$ cat src/rtl/fsx_pkg.sv
package fsx_pkg;

   typedef enum logic {
      FSX_IDLE  = 1'b0,
      FSX_SHIFT = 1'b1
   } fsx_state_e;

   function automatic int fsx_cnt_bits(input int word_w);
      return $clog2(word_w + 3);
   endfunction

endpackage

$ cat src/rtl/fsx_sclk_gen.sv
module fsx_sclk_gen #(
   parameter int SCLK_HALF = 2
) (
   input  logic clk,
   input  logic rst_n,
   output logic sclk,
   output logic rise_tick
);

   logic sclk_q;

   initial begin
      assert (SCLK_HALF >= 1) else $error("SCLK_HALF must be at least 1");
   end

   generate
      if (SCLK_HALF == 1) begin : g_fast
         always_ff @(posedge clk or negedge rst_n) begin
            if (!rst_n) sclk_q <= 1'b0;
            else        sclk_q <= !sclk_q;
         end
         assign rise_tick = !sclk_q;
      end else begin : g_div
         localparam int DW = $clog2(SCLK_HALF);
         localparam logic [DW-1:0] DIV_END = DW'(SCLK_HALF - 1);
         logic [DW-1:0] div_q;
         always_ff @(posedge clk or negedge rst_n) begin
            if (!rst_n) begin
               div_q  <= '0;
               sclk_q <= 1'b0;
            end else if (div_q == DIV_END) begin
               div_q  <= '0;
               sclk_q <= !sclk_q;
            end else begin
               div_q  <= div_q + 1'b1;
            end
         end
         assign rise_tick = (div_q == DIV_END) && !sclk_q;
      end
   endgenerate

   assign sclk = sclk_q;

   // the serial clock rises exactly one cycle after a tick
   a_r10_rise_after_tick: assert property (@(posedge clk) disable iff (!rst_n)
      rise_tick |=> sclk_q);
   a_r10_no_stray_rise: assert property (@(posedge clk) disable iff (!rst_n)
      !rise_tick |=> !$rose(sclk_q));

endmodule

$ cat src/rtl/fsx_frame_seq.sv
module fsx_frame_seq
   import fsx_pkg::*;
#(
   parameter int WORD_W = 16
) (
   input  logic clk,
   input  logic rst_n,
   input  logic cs_n,
   input  logic rd_n,
   input  logic byte_mode,
   input  logic tick,
   output logic busy,
   output logic oe,
   output logic sync,
   output logic load,
   output logic shift_en
);

   localparam int CW     = fsx_cnt_bits(WORD_W);
   localparam int HALF_W = WORD_W / 2;
   localparam logic [CW-1:0] LAST_EDGE = CW'(WORD_W + 2);
   localparam logic [CW-1:0] SYNC_MAX  = CW'(WORD_W);
   localparam logic [CW-1:0] FIRST_BIT = CW'(2);
   localparam logic [CW-1:0] FINAL_BIT = CW'(WORD_W + 1);
   localparam logic [CW-1:0] LEN_WORD  = CW'(WORD_W);
   localparam logic [CW-1:0] LEN_BYTE  = CW'(HALF_W);

   fsx_state_e    state_q;
   logic [CW-1:0] cnt_q;
   logic          mode_q;
   logic          rd_q;
   logic          busy_q, oe_q, sync_q;
   logic          sync_hit;
   logic          abort;

   always_comb begin
      if (mode_q) sync_hit = (cnt_q <= SYNC_MAX) && ((cnt_q % LEN_BYTE) == '0);
      else        sync_hit = (cnt_q <= SYNC_MAX) && ((cnt_q % LEN_WORD) == '0);
   end

   assign load     = (state_q == FSX_IDLE) && rd_q && !rd_n && !cs_n;
   assign abort    = (state_q == FSX_SHIFT) && cs_n;
   assign shift_en = tick && (state_q == FSX_SHIFT) && !cs_n
                     && (cnt_q >= FIRST_BIT) && (cnt_q <= FINAL_BIT);

   always_ff @(posedge clk or negedge rst_n) begin
      if (!rst_n) begin
         state_q <= FSX_IDLE;
         cnt_q   <= '0;
         mode_q  <= 1'b0;
         rd_q    <= 1'b1;
         busy_q  <= 1'b0;
         oe_q    <= 1'b0;
         sync_q  <= 1'b0;
      end else begin
         rd_q <= rd_n;
         if (abort) begin
            state_q <= FSX_IDLE;
            busy_q  <= 1'b0;
            oe_q    <= 1'b0;
            sync_q  <= 1'b0;
         end else begin
            case (state_q)
               FSX_IDLE: begin
                  if (load) begin
                     state_q <= FSX_SHIFT;
                     cnt_q   <= '0;
                     mode_q  <= byte_mode;
                     busy_q  <= 1'b1;
                     oe_q    <= 1'b1;
                     sync_q  <= 1'b0;
                  end
               end
               FSX_SHIFT: begin
                  if (tick) begin
                     if (cnt_q == LAST_EDGE) begin
                        state_q <= FSX_IDLE;
                        busy_q  <= 1'b0;
                        oe_q    <= 1'b0;
                        sync_q  <= 1'b0;
                     end else begin
                        sync_q  <= sync_hit;
                        cnt_q   <= cnt_q + 1'b1;
                     end
                  end
               end
               default: state_q <= FSX_IDLE;
            endcase
         end
      end
   end

   assign busy = busy_q;
   assign oe   = oe_q;
   assign sync = sync_q;

   // a qualified strobe fall raises busy and the enables
   a_r1_start: assert property (@(posedge clk) disable iff (!rst_n)
      ($fell(rd_n) && !cs_n && !busy_q) |=> (busy_q && oe_q));
   // chip select high during a read drops everything
   a_r8_abort: assert property (@(posedge clk) disable iff (!rst_n)
      (busy_q && cs_n) |=> (!busy_q && !oe_q));
   // the edge count moves only on serial-clock ticks
   a_r9_count_hold: assert property (@(posedge clk) disable iff (!rst_n)
      (busy_q && !cs_n && !tick) |=> $stable(cnt_q));
   // sync is only asserted on an enabled line
   a_r3_sync_enabled: assert property (@(posedge clk) disable iff (!rst_n)
      sync_q |-> oe_q);

endmodule

$ cat src/rtl/fsx_word_shifter.sv
module fsx_word_shifter #(
   parameter int WORD_W = 16
) (
   input  logic              clk,
   input  logic              rst_n,
   input  logic              load,
   input  logic              shift_en,
   input  logic [WORD_W-1:0] word_in,
   output logic              bit_out
);

   logic [WORD_W-1:0] shreg_q;
   logic              bit_q;

   always_ff @(posedge clk or negedge rst_n) begin
      if (!rst_n) begin
         shreg_q <= '0;
         bit_q   <= 1'b0;
      end else if (load) begin
         shreg_q <= word_in;
         bit_q   <= 1'b0;
      end else if (shift_en) begin
         bit_q   <= shreg_q[WORD_W-1];
         shreg_q <= {shreg_q[WORD_W-2:0], 1'b0};
      end
   end

   assign bit_out = bit_q;

   // the captured word only moves on load or shift
   a_r6_hold: assert property (@(posedge clk) disable iff (!rst_n)
      (!load && !shift_en) |=> $stable(shreg_q));
   // each shift emits the previous top bit
   a_r4_msb_out: assert property (@(posedge clk) disable iff (!rst_n)
      shift_en |=> (bit_q == $past(shreg_q[WORD_W-1])));

endmodule

$ cat src/rtl/fsx_serial_tx.sv
module fsx_serial_tx #(
   parameter int WORD_W    = 16,
   parameter int SCLK_HALF = 2
) (
   input  logic              clk,
   input  logic              rst_n,
   input  logic              cs_n,
   input  logic              rd_n,
   input  logic              byte_mode,
   input  logic [WORD_W-1:0] word_in,
   output logic              sclk_o,
   output logic              sync_o,
   output logic              sync_oe,
   output logic              sdata_o,
   output logic              sdata_oe,
   output logic              busy_o
);

   logic tick, load, shift_en, oe, sync, busy, bit_out;

   initial begin
      assert (WORD_W >= 4 && (WORD_W % 2) == 0)
         else $error("WORD_W must be even and at least 4");
   end

   fsx_sclk_gen #(.SCLK_HALF(SCLK_HALF)) u_sclk (
      .clk       (clk),
      .rst_n     (rst_n),
      .sclk      (sclk_o),
      .rise_tick (tick)
   );

   fsx_frame_seq #(.WORD_W(WORD_W)) u_seq (
      .clk       (clk),
      .rst_n     (rst_n),
      .cs_n      (cs_n),
      .rd_n      (rd_n),
      .byte_mode (byte_mode),
      .tick      (tick),
      .busy      (busy),
      .oe        (oe),
      .sync      (sync),
      .load      (load),
      .shift_en  (shift_en)
   );

   fsx_word_shifter #(.WORD_W(WORD_W)) u_shift (
      .clk      (clk),
      .rst_n    (rst_n),
      .load     (load),
      .shift_en (shift_en),
      .word_in  (word_in),
      .bit_out  (bit_out)
   );

   assign sync_o   = sync;
   assign sync_oe  = oe;
   assign sdata_o  = bit_out;
   assign sdata_oe = oe;
   assign busy_o   = busy;

   // outside a read both drivers are off
   a_r7_idle_off: assert property (@(posedge clk) disable iff (!rst_n)
      !busy_o |-> (!sync_oe && !sdata_oe));

endmodule

$ cat config.mk
export PLATFORM = sky130hd
export DESIGN_NAME = fsx_serial_tx
export DESIGN_NICKNAME = d
export VERILOG_FILES = /design/src/rtl/fsx_pkg.sv /design/src/rtl/fsx_sclk_gen.sv /design/src/rtl/fsx_frame_seq.sv /design/src/rtl/fsx_word_shifter.sv /design/src/rtl/fsx_serial_tx.sv
export SDC_FILE = /design/constraint.sdc
export NUM_CORES = 1
export LEC_CHECK = 0
export BUFFER_PORTS_ARGS = -buffer_cell sky130_fd_sc_hd__buf_2
export CAP_MARGIN = 20
export CORE_ASPECT_RATIO = 0.75
export CORE_MARGIN = 3
export CORE_UTILIZATION = 45
export CTS_BUF_LIST = sky130_fd_sc_hd__clkbuf_8 sky130_fd_sc_hd__clkbuf_16
export CTS_CLUSTER_SIZE = 20
export DETAILED_ROUTE_END_ITERATION = 10
export PLACE_DENSITY = 0.67
export SLEW_MARGIN = 25
export SYNTH_ARGS = -nofsm -noshare
export SYNTH_HDL_FRONTEND = slang
export SYNTH_HIERARCHICAL = 1
export SYNTH_SLANG_ARGS = --single-unit
$ cat constraint.sdc
create_clock -name clk -period 1.8 [get_ports clk]
set_clock_uncertainty 0.15 [all_clocks]
set_input_delay 0.36 -clock clk [delete_from_list [all_inputs] [get_ports clk]]
set_output_delay 0.36 -clock clk [all_outputs]
set_load 0.02 [all_outputs]
**Word level (Yosys, flattened, before mapping)**

Index checks and enable logic that the tools add are counted.

- Add/subtract/negate cells: 2
- $mul: 0
- Div/mod/pow operators: 0
- Magnitude comparators: 3
- Equality and inequality tests: 7
- Shift operators: 0
- Multiplexer cells: 25
- Bitwise gates (word level): 2
- Reduce and logical (&&, ||, !) cells: 21

Operator list:

| kind | count |
|---|---|
| 16-bit 2-to-1 mux | 2 |
| 1-bit 2-to-1 mux | 16 |
| 5-bit 2-to-1 mux | 3 |
| 1-bit logical AND | 11 |
| 5-bit less-or-equal comparator, second input constant | 2 |
| 5-bit logical NOT | 2 |
| 5-bit case mux with 2 select lines | 1 |
| 3-bit by 2-bit inequality test with 1-bit output, second input constant | 2 |
| 1-bit case mux with 2 select lines | 3 |
| 3-bit AND reduction | 2 |
| 5-bit by 1-bit adder with 5-bit output, second input constant | 1 |
| 5-bit == test, second input constant | 1 |
| 5-bit by 2-bit >= comparator with 1-bit output, second input constant | 1 |
| 2-bit inequality test, second input constant | 2 |
| 4-bit AND reduction | 1 |
| 1-bit logical NOT | 3 |
| 3-bit inequality test, second input constant | 1 |
| 2-bit by 1-bit inequality test with 1-bit output, second input constant | 1 |
| 1-bit NOT | 2 |
| 2-bit AND reduction | 1 |
| 2-bit nonzero test | 1 |
| 1-bit adder, second input constant | 1 |

- Bits in registers: 29
- Latch bits: 0
- RAM bits: 0
- Memory bits (read-only): 0
- Input bits: 21
- Output and inout port bits: 6
- Word-level logic and storage cells: 70
- Memories: 0

**Logic depth before layout (Yosys ltp)**

Gate-level depths: netlist (run 1).

- Depth in word-level cells: 8
- Gate-level depth with buffers: 8
- Gate-level depth less buffers: 6

**Modules after synthesis**

The synthesis (run 1) kept the hierarchy.

Modules (own cells, without submodules):

| module | times used | cells each | area each (um^2) | sequential area each (um^2) |
|---|---|---|---|---|
| fsx_word_shifter | 1 | 72 | 780.7 | 425.4 |
| fsx_frame_seq | 1 | 58 | 579.3 | 251.5 |
| fsx_sclk_gen | 1 | 5 | 68.8 | 50.0 |
| fsx_serial_tx | 1 | 1 | 7.5 | 0.0 |

**Least setup slack after synthesis (run 1)**

Ideal clock, no wire load.

- Path type: register -> register
- Start: register u_sclk.sclk_q, in the netlist u_sclk/sclk
- End: register u_shift.shreg_q[4]
- Library setup time: 0.130 ns
- Arrival: 1.673 ns
- Data required time: 1.520 ns
- Slack: -0.153 ns
- Stages on the path, launching flop included: 8
- Path buffers: 2
- Period minus slack after synthesis: 1.953 ns
- Cells stage by stage: dfrtp_1 > nor2b_1 > nand3b_1 > a211oi_1 > buf_6 > buf_12 > mux2i_1 > o21ai_1

- Cells in the longest elaborated chain, start to end: 7

Ends and longest elaborated chain:

| element | RTL line | RTL |
|---|---|---|
| start: declaration | fsx_sclk_gen.sv:10 | `logic sclk_q;` |
| start signal: assignment | fsx_sclk_gen.sv:33 | `sclk_q <= !sclk_q;` |
| 1-bit logical NOT | fsx_sclk_gen.sv:38 | `assign rise_tick = (div_q == DIV_END) && !sclk_q;` |
| 1-bit logical AND | fsx_sclk_gen.sv:38 |  |
| named net tick | fsx_serial_tx.sv:19 | `logic tick, load, shift_en, oe, sync, busy, bit_out;` |
| 1-bit logical AND (2 in series) | fsx_frame_seq.sv:43 | `assign shift_en = tick && (state_q == FSX_SHIFT) && !cs_n` |
| 1-bit logical AND (2 in series) | fsx_frame_seq.sv:44 | `&& (cnt_q >= FIRST_BIT) && (cnt_q <= FINAL_BIT);` |
| named net shift_en | fsx_serial_tx.sv:19 |  |
| 2-bit nonzero test (no line) | - |  |
| end signal: assignment | fsx_word_shifter.sv:20 | `shreg_q <= word_in;` |
| end signal: assignment | fsx_word_shifter.sv:24 | `shreg_q <= {shreg_q[WORD_W-2:0], 1'b0};` |
| end: declaration | fsx_word_shifter.sv:12 | `logic [WORD_W-1:0] shreg_q;` |

The timed path passes the listed nets, and every way through them passes these cells.
A chain may end at the register's enable or synchronous reset.

**Worst setup path after layout (run 1)**

- Start: register u_seq.cnt_q[1]
- End: register u_shift.shreg_q[3]

- Cells in the longest elaborated chain, start to end: 4
- Elaborated cells on any way between the ends: 5
- Classes of those cells: order compare (2); reduce/logical (3)

Ends and longest elaborated chain:

| element | RTL line | RTL |
|---|---|---|
| start: declaration | fsx_frame_seq.sv:29 | `logic [CW-1:0] cnt_q;` |
| start signal: assignment | fsx_frame_seq.sv:83 | `cnt_q <= cnt_q + 1'b1;` |
| 5-bit by 2-bit >= comparator with 1-bit output | fsx_frame_seq.sv:44 |  |
| 1-bit logical AND | fsx_frame_seq.sv:44 |  |
| 1-bit logical AND (*) | fsx_frame_seq.sv:44 |  |
| named net shift_en | fsx_serial_tx.sv:19 |  |
| 2-bit nonzero test (no line) (*) | - |  |

The timed path passes the listed nets; every way through them passes the cells marked *.

==> results of run 1 <==
## cells in the mapped netlist (all sizes together), types with 2 or more instances
| master | number |
|---|---|
| nand3 | 2 |
| ha | 4 |
| or3 | 4 |
| nor2 | 4 |
| o21ai | 23 |
| a21oi | 3 |
| buf | 6 |
| inv | 4 |
| mux2i | 16 |
| dfrtp | 28 |
| nand2 | 22 |
## what timing repair did
item	CTS	global route
setup endpoints to repair	15	16
endpoints found under the hold margin	8	0
cloned	1	1
hold buffers	1	0
setup buffers	4	2
pin swaps	2	0
resized for setup	4	9
## per-layer routing
| layer | GRT usage | vias up | wire (um) |
|---|---|---|---|
| li1 | - | 575 | - |
| met1 | 0.2358 | 548 | 1564 |
| met2 | 0.2637 | 26 | 1435 |
| met3 | 0.05054 | 2 | 171 |
| met4 | 0.06563 | 0 | 29 |
| met5 | 0 | - | 0 |
## area by class of cell
class                      instances  share of cell area
clock buffer                       6             0.04225
multi-input combinational         95              0.3470
tap                               38             0.02433
inverter                           5             0.01024
sequential                        29              0.3726
timing repair buffer              52              0.2017
clock inverter                     1            0.001921
## kinds of logic (layout without fill, tap and decap cells)
logic type / count (synthesis) / count (layout) / share of synthesized area
muxes: 16 / 16 / 0.1115
and+or+nand+nor: 42 / 42 / 0.1603
adders and majority gates: 4 / 4 / 0.03484
DFF: 29 / 29 / 0.5061
xor gates and xnor gates: 1 / 1 / 0.006099
AOI/OAI and AO/OA: 32 / 32 / 0.1254
buffers and inverters: 12 / 64 / 0.05574
## final timing paths
check                                            endpoint  depth (start not counted)  slack, ps                       start
hold / removal                       u_seq/rd_q$_DFF_PN1_                          1         50                        rd_n
setup / recovery           u_shift/shreg_q[3]$_DFFE_PN0P_                          8          4  u_seq/cnt_q[1]$_DFFE_PN0P_
setup reg to reg           u_shift/shreg_q[3]$_DFFE_PN0P_                          8          4  u_seq/cnt_q[1]$_DFFE_PN0P_
hold reg to reg                    u_seq/sync$_DFFE_PN0P_                          1        370      u_seq/sync$_DFFE_PN0P_
min in group asynchronous        u_seq/mode_q$_DFFE_PN0P_                          2        350                       rst_n
max in group asynchronous      u_seq/cnt_q[2]$_DFFE_PN0P_                          3        720                       rst_n
## per-stage QoR
stage | instance area (um2) | hold WS, ps | power, uW | utilization
final | 1954 | 52.46 | 1637 | 0.6516
after global routing | 1954 | 44.88 | 1730 | 0.6516
after CTS | 1897 | 41.72 | 1649 | 0.6325
after detailed placement | 1728 | 97.79 | 1091 | 0.5761
after global placement | 1728 | 94.31 | 1070 | 0.5761
after floorplan | 1450 | -85.59 | 974.3 | -
## state kept, by name (all words and copies together), names as in the netlist
signal	flops
u_sclk/sclk	1
u_seq/oe	1
u_shift/shreg_q	16
u_seq/sync	1
u_seq/rd_q	1
u_shift/bit_out	1
u_seq/cnt_q	5
u_seq/mode_q	1
u_seq/state_q	1
u_sclk/g_div.div_q	1
## power breakdown
group	leakage [uW]	switching [uW]	internal [uW]
clock network	0.0000485	238	297
registers	0.000366	66.1	751
logic	0.000459	144	140
total	0.000874	448	1190
==> run metrics, run 1 <==
number of global-route vias before repair 1,081; clock sinks 29; worst setup margin 4.276 ps; root buffer cell clkbuf_8; Inst Count DP 210; CP max-delay cell dfrtp_1; most frequent cells in the layout dfrtp_1 (27), buf_2 (26), nand2_1 (22); CP top delay family flip-flops; dpl ws -66.01 ps; Async SR Flop Fraction 1.000; Avg Cell Area, Syn 10.56 um2; Finished Layout Cells 226; fillcell total 236; post-layout min period 1796 ps; Multi-input gate area 678.2 um2; post-synthesis sequential area ratio 0.5061; first-pass GRT wire length 5009 um; die width 71.24 um; pins over their slew limit 0; worst hold path class in -> reg; DRT Pass-1 Iters 4; cts bufs inserted 5; Chip Height 54.93 um; Area Overhead vs Synth 36.06%; Worst EP required 1820 ps; WP buf/inv 3; area of the mapped netlist 1436 um2; boundary pin count 27; detailed placer's ending HPWL 2280 um; initial antenna violation count 0; max-cap violation count 0; Antenna Nets Post-Route 0; largest net degree at the start of global routing 18; LEAKAGE 0.0008741 uW; area of the core 2999 um2; cell area power density 837.6 nW/um2; DRC Markers 0; total track usage 0.1730; unrepaired setup endpoints after global routing true; synth warn 6; final net count 213; Port Buffer Count 26; Max Freq 556.9 MHz; via count 1,151; register area 728.2 um2; startpoint types flip-flop; CTS tree done; relative slew slack 0.7667; top cell type's share of synthesized area 0.4878; Max stage delay on crit path 410 ps; global route overflow 0; Iter 0 DRT Violations 89; WL/cell 14.16 um; Vias per Instance 5.093; GP Congestion 0.8790; Final Hold Viols 0; top cell type by total area after synthesis dfrtp_1; endpoint class of the critical path flip-flop; Max H-tree Level 2; Synth Net Count 161; clk_lat worst skew 280 ps; worst vdd ir 0.4936 mV; largest fanout on the critical path 5; final worst-path cycle share 0.9976; critical path class reg -> reg; clock-pin slew on the worst setup and hold paths 60 ps; ratio of cells with drive above 1 in the final layout 0.3830; commonest non-fill, non-tap cell in the layout dfrtp_1; Worst EP arrival 1810 ps; Netlist cell types 35; Ant. Diodes 0; number of flops mapped to enable cells by yosys 0; status completed; worst-path cell chain inv_2 -> ha_2 -> o21ai_2 -> a211oi_4 -> buf_6 -> buf_12 -> mux2i_4 -> o21ai_1; starting density of the core 0.4789; setup TNS 0 ps; worst slew pin tran 347.0 ps; Post-Route WL 3201 um; Clock Path Buffers 2; row cnt 17; synth top area cells dfrtp_1 (49%), mux2i_1 (11%), nand2_1 (5.7%); # setup viols final 0; Yosys reg bits 29; dominant synthesized flop cell dfrtp_1; Mapped Cells 136; die area 3913 um2
No activity file was read; power rests on OpenSTA's default activity.
==> inputs of run 2 (changes only) <==
Settings changed: CELL_PAD_IN_SITES_DETAIL_PLACEMENT set to 1, CELL_PAD_IN_SITES_GLOBAL_PLACEMENT set to 1, CORE_UTILIZATION 45 to 38, PLACE_DENSITY 0.67 to 0.72, SETUP_SLACK_MARGIN set to 0.2.
==> run 2 against run 1 <==
- the run now ends with setup timing left
- via count grew 11%
- utilization shrank 3.0 points
- clock power shrank 5.8%
- cell area grew 9.7%
- global-route usage grew 2.3 points
- power grew 2.8%
==> run metrics, run 2 (synthesis gave the netlist of run 1 again) <==
status finished with violations; failing checks setup timing; total track usage 0.1963 (+0.02334); clock-pin slew on the worst setup and hold paths 60 ps (about the same); final worst-path cycle share 1.045 (+0.04743); hold_ws 37.45 ps (-15.01 ps); Finished Core Util 0.6220 (-0.02964); DRC Markers 0 (unchanged); worst slew pin tran 381.4 ps (+34.35 ps); largest fanout on the critical path 5 (unchanged); fillcell total 371 (+57%); Vias per Instance 5.254 (+3.2%); number of global-route vias before repair 1,340 (+24%); FF-to-FF Start u_seq/cnt_q[1]$_DFFE_PN0P_; Max H-tree Level 2 (unchanged); cts bufs inserted 5 (unchanged); dpl ws -42.84 ps (+23.17 ps); max-cap violation count 0 (unchanged); worst r2r path cells 8 (unchanged); GP Congestion 0.8082 (-8.1%); unrepaired setup endpoints after global routing true; CTS tree done; Clock Path Buffers 2 (unchanged); Post-Route WL 4410 um (+38%); clk_lat worst skew 290 ps (about the same); Worst EP required 1820 ps (about the same); most flop-heavy register u_shift/shreg_q; Area Overhead vs Synth 49.22%; Hold Crit Start rd_n; die width 76.99 um (+8.1%); worst vdd ir 0.4058 mV (-18%); Ant. Diodes 0 (unchanged); post-layout min period 1881 ps (+85.37 ps); area of the core 3446 um2 (+15%); worst setup margin -81.09 ps (-85.37 ps); global route overflow 0 (unchanged); root buffer cell clkbuf_8; Iter 0 DRT Violations 55 (-38%); Finished Layout Cells 244 (+8.0%); Inst Count DP 219 (+4.3%); critical path class reg -> reg; Worst EP arrival 1900 ps (+90 ps); die area 4561 um2 (+17%); Max Freq 531.6 MHz (-4.5%); LEAKAGE 0.0009529 uW (+9.0%); Critical R2R Capture u_shift/shreg_q[2]$_DFFE_PN0P_; first-pass GRT wire length 6686 um (+33%); Antenna Nets Post-Route 0 (unchanged); Port Buffer Count 26 (unchanged); DRT Pass-1 Iters 4 (unchanged); Final Hold Viols 0 (unchanged); Met2 Wirelength 2095 um (+46%); R2R setup slack -80 ps (-90 ps); max reg flops 16 (unchanged); starting density of the core 0.4168 (-0.06208); most frequent cells in the layout buf_2 (26), dfrtp_1 (25), buf_4 (20), nand2_1 (20), o21ai_1 (16); detailed placer's ending HPWL 2373 um (+4.1%); endpoint class of the critical path flip-flop; clock sinks 29 (unchanged); routed wl met3 190 um (+11%); WHS Path Cells 1 (unchanged); top layer in use met4; ratio of cells with drive above 1 in the final layout 0.4691 (+0.08609); row cnt 18 (+1); Multi-input gate area 759.5 um2 (+12%); WHS Endpoint u_seq/rd_q$_DFF_PN1_; leading registers by flop count u_shift/shreg_q x16, u_seq/cnt_q x5; cell area power density 785.3 nW/um2 (-6.2%); startpoint types flip-flop; final net count 218 (+2.3%); boundary pin count 27 (unchanged); Chip Height 59.25 um (+7.9%); relative slew slack 0.7457 (-0.02098); register area 730.7 um2 (+0.34%); wl on met1 1998 um (+28%); setup TNS -617.4 ps (-617.4 ps); WL/cell 18.07 um (+28%); # setup viols final 15 (+15); pins over their slew limit 0 (unchanged); worst hold path class in -> reg; initial antenna violation count 0 (unchanged); via count 1,282 (+11%); commonest non-fill, non-tap cell in the layout buf_2; largest net degree at the start of global routing 30 (+12)
run 2: cell count changes in the layout (fill, tap and decap cells not counted), sizes merged:
cell,before,now
inv,5,7
buf,50,54
run 2: repair_timing:
item / in CTS / in global routing
hold buffers: 1 / 0
buffers inserted: 10 / 2
setup endpoints to repair: 25 / 26
pin swaps: 4 / 7
hold endpoints to repair: 28 / 0
gates resized for setup: 14 / 36
gates cloned: 2 / 2
run 2: worst max-delay path: stages, from the launching register on:
cell,delay (ps)
dfrtp_1,420
inv_2,90
ha_4,140
o21ai_4,70
a211oi_4,290
buf_6,180
buf_12,130
mux2i_4,210
o21ai_1,90
run 2: area by class of cell:
cell class | count | area share
multi-input combinational | 95 | 0.3543
sequential | 29 | 0.3409
timing repair buffer | 57 | 0.2236
clock buffer | 5 | 0.03211
tap | 50 | 0.02919
inverter | 5 | 0.01459
clock inverter | 3 | 0.005254
run 2: through the flow:
stage / power, uW / instance area (um2)
after floorplan: 975.4 / 1454
after global placement: 1061 / 1708
after detailed placement: 1085 / 1708
after CTS: 1606 / 1963
after global routing: 1771 / 2143
final: 1683 / 2143
run 2: metal layers:
metal | vias up | track usage
li1 | 589 | -
met1 | 646 | 0.2418
met2 | 34 | 0.3275
met3 | 13 | 0.05167
met4 | 0 | 0.09391
met5 | - | 0
run 2: where the power goes:
part / switching, uW / total [uW] / internal (uW)
logic: 174 / 347 / 173
registers: 79.4 / 832 / 752
clock network: 247 / 504 / 257
run 2: worst max path at each step:
stage                                           end  cells past startpoint  slack, ps                  startpoint
floorplan            u_shift/shreg_q[4]$_DFFE_PN0P_                      7         30     u_sclk/sclk$_DFFE_PN0P_
global placement    u_shift/shreg_q[12]$_DFFE_PN0P_                      7         30  u_seq/cnt_q[1]$_DFFE_PN0P_
detailed placement  u_shift/shreg_q[13]$_DFFE_PN0P_                      6        -40  u_seq/cnt_q[0]$_DFFE_PN0P_
CTS                  u_shift/shreg_q[2]$_DFFE_PN0P_                      8         60  u_seq/cnt_q[1]$_DFFE_PN0P_
global route         u_shift/shreg_q[8]$_DFFE_PN0P_                      8       -150  u_seq/cnt_q[1]$_DFFE_PN0P_
finish               u_shift/shreg_q[2]$_DFFE_PN0P_                      8        -80  u_seq/cnt_q[1]$_DFFE_PN0P_
